==> src/rtl/sbc_pkg.sv <==
package sbc_pkg;
  localparam int DIV_MIN = 2;
  localparam int DIV_MAX = 16;
  localparam int LAT_MIN = 2;
  localparam int LAT_MAX = 17;
  localparam int DIV_W   = $clog2(DIV_MAX + 1);
  localparam int LAT_W   = $clog2(LAT_MAX + 1);

  typedef enum logic [1:0] {ST_IDLE, ST_BURST, ST_TURN} sbc_state_t;

  function automatic logic [DIV_W-1:0] clamp_div(input logic [DIV_W-1:0] d);
    if (d < DIV_W'(DIV_MIN)) return DIV_W'(DIV_MIN);
    if (d > DIV_W'(DIV_MAX)) return DIV_W'(DIV_MAX);
    return d;
  endfunction

  function automatic logic [LAT_W-1:0] clamp_lat(input logic [LAT_W-1:0] l);
    if (l < LAT_W'(LAT_MIN)) return LAT_W'(LAT_MIN);
    if (l > LAT_W'(LAT_MAX)) return LAT_W'(LAT_MAX);
    return l;
  endfunction

  // Length of the high phase: the shorter half for odd ratios.
  function automatic logic [DIV_W-1:0] high_len(input logic [DIV_W-1:0] d);
    return d >> 1;
  endfunction
endpackage

==> src/rtl/sbc_clkgen.sv <==
module sbc_clkgen
  import sbc_pkg::*;
(
  input  logic             clk,
  input  logic             rst_n,
  input  logic             start,
  input  logic             run,
  input  logic [DIV_W-1:0] cfg_div,
  output logic             mem_clk,
  output logic             rise_evt,
  output logic             last_high
);
  logic [DIV_W-1:0] div_r;
  logic [DIV_W-1:0] hi_r;
  logic [DIV_W-1:0] ph;

  always_ff @(posedge clk or negedge rst_n) begin
    if (!rst_n) begin
      div_r <= DIV_W'(DIV_MIN);
      hi_r  <= DIV_W'(1);
      ph    <= '0;
    end else if (start) begin
      div_r <= clamp_div(cfg_div);
      hi_r  <= high_len(clamp_div(cfg_div));
      ph    <= high_len(clamp_div(cfg_div));   // begin in the low phase
    end else if (run) begin
      ph <= (ph == div_r - DIV_W'(1)) ? '0 : ph + DIV_W'(1);
    end
  end

  assign mem_clk   = run && (ph < hi_r);
  assign rise_evt  = run && (ph == '0);
  assign last_high = run && (ph == hi_r - DIV_W'(1));

  // Rising edges are at least two system cycles apart.
  assert_rise_gap_R2: assert property (@(posedge clk) disable iff (!rst_n)
    rise_evt |=> !rise_evt);
  // The running ratio always lies in the legal range.
  assert_div_range_R3: assert property (@(posedge clk) disable iff (!rst_n)
    run |-> (div_r >= DIV_W'(DIV_MIN) && div_r <= DIV_W'(DIV_MAX)));
endmodule

==> src/rtl/sbc_capture.sv <==
module sbc_capture #(
  parameter int DATA_W = 16,
  parameter int LEN_W  = 8
) (
  input  logic              clk,
  input  logic              rst_n,
  input  logic              start,
  input  logic [LEN_W-1:0]  len_m1,
  input  logic              sample,
  input  logic [DATA_W-1:0] mem_data,
  output logic              rd_valid,
  output logic [DATA_W-1:0] rd_data,
  output logic              rd_last,
  output logic              done_evt
);
  logic [LEN_W-1:0] len_r;
  logic [LEN_W-1:0] wcnt;

  assign done_evt = sample && (wcnt == len_r);

  always_ff @(posedge clk or negedge rst_n) begin
    if (!rst_n) begin
      len_r    <= '0;
      wcnt     <= '0;
      rd_valid <= 1'b0;
      rd_data  <= '0;
      rd_last  <= 1'b0;
    end else begin
      rd_valid <= sample;
      if (start) begin
        len_r <= len_m1;
        wcnt  <= '0;
      end else if (sample) begin
        wcnt <= wcnt + LEN_W'(1);
      end
      if (sample) begin
        rd_data <= mem_data;
        rd_last <= done_evt;
      end
    end
  end

  // A last word is never followed at once by another word.
  assert_last_alone_R7: assert property (@(posedge clk) disable iff (!rst_n)
    (rd_valid && rd_last) |=> !rd_valid);
endmodule

==> src/rtl/sbc_ctrl.sv <==
module sbc_ctrl
  import sbc_pkg::*;
#(
  parameter int ADDR_W = 26,
  parameter int DATA_W = 16,
  parameter int LEN_W  = 8,
  parameter int TURN_W = 4
) (
  input  logic              clk,
  input  logic              rst_n,
  input  logic              req_valid,
  output logic              req_ready,
  input  logic [ADDR_W-1:0] req_addr,
  input  logic [LEN_W-1:0]  req_len_m1,
  input  logic [DIV_W-1:0]  cfg_div,
  input  logic [LAT_W-1:0]  cfg_lat,
  input  logic [TURN_W-1:0] cfg_turn,
  output logic              mem_clk,
  output logic              mem_cs_n,
  output logic              mem_adv_n,
  output logic [ADDR_W-1:0] mem_addr,
  input  logic              mem_wait_n,
  input  logic [DATA_W-1:0] mem_data,
  output logic              rd_valid,
  output logic [DATA_W-1:0] rd_data,
  output logic              rd_last
);
  sbc_state_t        state;
  logic              adv_q;
  logic [ADDR_W-1:0] addr_r;
  logic [LAT_W-1:0]  lat_r;
  logic [LAT_W-1:0]  edge_cnt;
  logic [TURN_W-1:0] turn_r;
  logic [TURN_W-1:0] tcnt;

  // Named internal events
  logic accept, run, rise_evt, last_high, data_edge, sample, done_evt;

  assign accept    = req_valid && (state == ST_IDLE);
  assign run       = (state == ST_BURST);
  assign data_edge = rise_evt && (edge_cnt == lat_r);
  assign sample    = data_edge && mem_wait_n;

  sbc_clkgen u_clkgen (
    .clk       (clk),
    .rst_n     (rst_n),
    .start     (accept),
    .run       (run),
    .cfg_div   (cfg_div),
    .mem_clk   (mem_clk),
    .rise_evt  (rise_evt),
    .last_high (last_high)
  );

  sbc_capture #(.DATA_W(DATA_W), .LEN_W(LEN_W)) u_capture (
    .clk      (clk),
    .rst_n    (rst_n),
    .start    (accept),
    .len_m1   (req_len_m1),
    .sample   (sample),
    .mem_data (mem_data),
    .rd_valid (rd_valid),
    .rd_data  (rd_data),
    .rd_last  (rd_last),
    .done_evt (done_evt)
  );

  always_ff @(posedge clk or negedge rst_n) begin
    if (!rst_n) begin
      state    <= ST_IDLE;
      adv_q    <= 1'b1;
      addr_r   <= '0;
      lat_r    <= LAT_W'(LAT_MIN);
      edge_cnt <= '0;
      turn_r   <= '0;
      tcnt     <= '0;
    end else begin
      unique case (state)
        ST_IDLE: if (accept) begin
          state    <= ST_BURST;
          adv_q    <= 1'b0;
          addr_r   <= req_addr;
          lat_r    <= clamp_lat(cfg_lat);
          turn_r   <= cfg_turn;
          edge_cnt <= '0;
        end
        ST_BURST: begin
          if (!adv_q && last_high) adv_q <= 1'b1;   // release on falling phase
          if (rise_evt && edge_cnt < lat_r) edge_cnt <= edge_cnt + LAT_W'(1);
          if (done_evt) begin
            adv_q <= 1'b1;
            tcnt  <= turn_r;
            state <= (turn_r == '0) ? ST_IDLE : ST_TURN;
          end
        end
        ST_TURN: begin
          tcnt <= tcnt - TURN_W'(1);
          if (tcnt == TURN_W'(1)) state <= ST_IDLE;
        end
        default: state <= ST_IDLE;
      endcase
    end
  end

  assign req_ready = (state == ST_IDLE);
  assign mem_cs_n  = !run;
  assign mem_adv_n = adv_q;
  assign mem_addr  = addr_r;

  assert_adv_in_cs_R4: assert property (@(posedge clk) disable iff (!rst_n)
    !mem_adv_n |-> !mem_cs_n);
  assert_no_data_in_addr_R5: assert property (@(posedge clk) disable iff (!rst_n)
    data_edge |-> mem_adv_n);
  assert_cap_on_edge_R6: assert property (@(posedge clk) disable iff (!rst_n)
    rd_valid |-> $past(data_edge && mem_wait_n));
  assert_end_release_R8: assert property (@(posedge clk) disable iff (!rst_n)
    (rd_valid && rd_last) |-> (mem_cs_n && !mem_clk));
  assert_busy_not_ready_R9: assert property (@(posedge clk) disable iff (!rst_n)
    !mem_cs_n |-> !req_ready);
endmodule

==> config.mk <==
export PLATFORM = sky130hd
export DESIGN_NAME = sbc_ctrl
export DESIGN_NICKNAME = d
export VERILOG_FILES = /design/src/rtl/sbc_pkg.sv /design/src/rtl/sbc_clkgen.sv /design/src/rtl/sbc_capture.sv /design/src/rtl/sbc_ctrl.sv
export SDC_FILE = /design/constraint.sdc
export NUM_CORES = 1
export LEC_CHECK = 0
export ABC_AREA = 1
export ABC_CLOCK_PERIOD_IN_PS = 3050
export BUFFER_PORTS_ARGS = -buffer_cell sky130_fd_sc_hd__buf_2
export CAP_MARGIN = 0
export CORE_ASPECT_RATIO = 0.8
export CORE_MARGIN = 2
export CORE_UTILIZATION = 54
export DETAILED_ROUTE_END_ITERATION = 8
export PLACE_DENSITY = 0.81
export SYNTH_ARGS = -nofsm -noshare
export SYNTH_HDL_FRONTEND = slang
export SYNTH_HIERARCHICAL = 1
export SYNTH_SLANG_ARGS = --single-unit
==> constraint.sdc <==
create_clock -name clk -period 3.05 [get_ports clk]
set_input_delay 0.61 -clock clk [delete_from_list [all_inputs] [get_ports clk]]
set_output_delay 0.61 -clock clk [all_outputs]
set_load 0.02 [all_outputs]
==> run_results.csv <==
group,metric,value,unit
final_layout,mostFrequentLayoutCells,"nand2_1, buf_2, dfrtp_1, inv_1",
clock_network,cts_sinks,91,
floorplan,start_util,55.2,%
worst_setup_path,start_kind,"flop",
clock_network,clk_pin_slew,0.10,ns
grt,antenna_found_initial,0,
synth,ys_seq_area_share,49.0,%
routing,routed_wl,10.6,mm
grt,grt_pass1_wl,17.5,mm
outcome,status,"completed",
min_path,min_path_type,"in2async",
worst_setup_path,reg2reg_to,"tcnt[1]",
placed_design,post-dp-hpwl,7.89,mm
worst_setup_path,crit_fanout,9,
power_and_ir_drop,powerDensity,842,nW/um^2
clock_network,clk_latency,0.36,ns
clock_network,cts_root_buf,"clkbuf_8",
sta,tns,0,ns
clock_network,cts_hold_buf,0,
worst_setup_path,reg2reg_from,"u_clkgen/ph[0]",
grt,grt_pass1_vias,3789,
clock_network,tritoncts,"done",
flow_run,cap_violations,0,
routing,drt_iter0_markers,207,
synth,synth.net_count,665,
final_layout,final_common_cell,"nand2_1",
floorplan,dieArea,9390,um^2
sta,rsz0062_at_grt,"no",
floorplan,core_area,8450,um^2
synth,syn_area,4660,um^2
sta,min_period_over_period,84.2,%
final_layout,syn_to_final_growth,18.6,%
clock_network,clock_path_buffers,2,
power_and_ir_drop,vdd_drop_max,0.525,mV
sta,slew_violations,0,
clock_network,numCtsBuffers,9,
worst_setup_path,critPathKind,"reg2out",
worst_setup_path,end_kind,"primary output",
synth,syn_inst,579,
routing,dr.pass1.iters,5,
synth,synth_cell_type_count,37,
routing,vias,4025,
routing,wl_per_cell,13.1,um
routing,via_per_inst,4.96,
sta,hold_violations,0,
clock_network,cts_resized,0,
sta,min_period,2.57,ns
routing,drc_errors,0,
power_and_ir_drop,p_leak,0.00312,uW
clock_network,h-tree-depth,3,
sta,setup_viol,0,
placed_design,dpl_worst_slack,0.588,ns
grt,grt.total_usage,23.8,%
worst_setup_path,cp.required,2.44,ns
floorplan,boundaryPins,116,
grt,grt_max_degree,56,
sta,skew,0.0128,ns
worst_setup_path,critPathArrivalTime,1.96,ns
sta,worstMarginPinSlew,0.681,ns
sta,maxClockFrequency,389,MHz
floorplan,row_count,30,
worst_setup_path,reg2reg_slack,0.52,ns
placed_design,io_buffers,115,
sta,slew_headroom,54.6,%
floorplan,die_w,108,um
synth,syn_area_per_cell,8.05,um^2
worst_setup_path,worstRegToRegCells,13,
final_layout,antennaDiodeCount,0,
clock_network,cts_setup_buffers,0,
final_layout,final_nets,780,
floorplan,fp.dieH,87.1,um
placed_design,gp_congestion,0.941,
synth,synth-seq-cells,91,
final_layout,drive_above_1_share,24.7,%
routing,ant_nets,0,
sta,finalWorstSetupSlack,0.482,ns
grt,gr-total-overflow,0,
synth,ys_warn_count,6,
==> worst max-delay path, stage by stage (launching register included) <==
cell and delay, ns:
dfrtp_1 0.49, ha_1 0.31, inv_1 0.05, nor2_1 0.03, o21ai_0 0.14, a21boi_1 0.10, nor4_1 0.25, buf_2 0.23
==> cells in the mapped netlist <==
cell type,number,share of area (%)
buf_6,6,1.4
dfrtp_1,88,47
o211ai_1,1,0.16
nor4_1,2,0.27
o21ai_0,28,3.0
o21bai_2,2,0.48
nor2_2,6,0.81
nand3_1,25,2.7
nand2_4,1,0.24
xor2_1,8,1.5
nand2_2,6,0.81
xnor2_1,3,0.56
o21ai_2,3,0.56
nand2_1,234,19
inv_2,8,0.64
o22ai_1,5,0.67
or2_1,4,0.54
nand3_2,1,0.21
a21oi_1,15,1.6
dfstp_2,3,1.7
nor2_1,28,2.3
ha_1,18,4.8
a211oi_1,1,0.16
a22oi_1,1,0.16
nand4_1,1,0.13
clkbuf_1,2,0.16
a21boi_1,1,0.16
buf_2,5,0.54
inv_1,53,4.3
o311ai_0,1,0.19
a21oi_2,1,0.19
nor3_1,6,0.64
o21a_1,2,0.32
o21ai_1,2,0.21
buf_4,4,0.64
nand3_4,1,0.38
nor2_4,3,0.72
==> layout make-up <==
class / count / area [um^2]
clock buffer: 9 / 124
clock inverter: 7 / 105
fill: 715 / 2920
inverter: 61 / 229
multi-input combinational: 410 / 2020
sequential: 91 / 2280
tap: 112 / 140
timing repair buffer: 121 / 623
==> stage by stage <==
| stage | util [%] | total power, uW | hold slack [ns] | instances | area, um^2 |
|---|---|---|---|---|---|
| finish | 65.4 | 4650 | 0.289 | 811 | 5530 |
| global route | 65.4 | 4990 | 0.325 | 811 | 5530 |
| CTS | 65.4 | 4670 | 0.304 | 811 | 5530 |
| detailed placement | 62.7 | 3720 | 0.457 | 795 | 5300 |
| global placement | 62.7 | 3650 | 0.455 | 795 | 5300 |
| floorplan | - | 3150 | 0.314 | 579 | 4660 |
==> layer usage <==
layer	share of wire [%]	wire length [um]	track usage (%)
met4	0.92	98	5.94
met3	6.0	633	5.76
met2	47	5020	38.9
met5	0	0	0
met1	46	4880	32.2
==> worst max-delay path by stage <==
stage                              start                end  slack (ns)  depth (start not counted)
final                     u_clkgen/ph[1]            mem_clk        0.48                          7
after global routing      u_clkgen/ph[0]  u_capture/rd_last        0.26                         13
after detailed placement  u_clkgen/ph[0]  u_capture/rd_last        0.59                         13
after global placement    u_clkgen/ph[0]  u_capture/rd_last        0.63                         13
after CTS                 u_clkgen/ph[1]            mem_clk        0.49                          7
after floorplan           u_clkgen/ph[0]            tcnt[1]        0.71                         14
==> cells by family (layout without fill, tap and decap cells) <==
logic type | after synthesis | in the layout | synth area share [%]
XOR/XNOR | 11 | 11 | 2.07
flip-flops | 91 | 91 | 49.0
AO/OA/AOI/OAI | 63 | 63 | 7.89
AND/OR/NAND/NOR | 318 | 318 | 28.5
buffers and inverters | 78 | 198 | 7.71
adder cells (fa/ha/maj) | 18 | 18 | 4.83
==> sequential cells by signal, summed over array words and instances, names as in the netlist, 5 cells and up <==
signal / cells
u_capture/len_r: 8
mem_addr: 26
edge_cnt: 5
u_capture/rd_data: 16
u_clkgen/ph: 5
u_clkgen/div_r: 5
u_capture/wcnt: 8
lat_r: 5
==> where the power goes <==
group	switching, uW	internal (uW)	total [uW]
logic	1140	681	1820
clock network	457	476	933
registers	305	1590	1900
No activity file was read; power rests on OpenSTA's default activity.
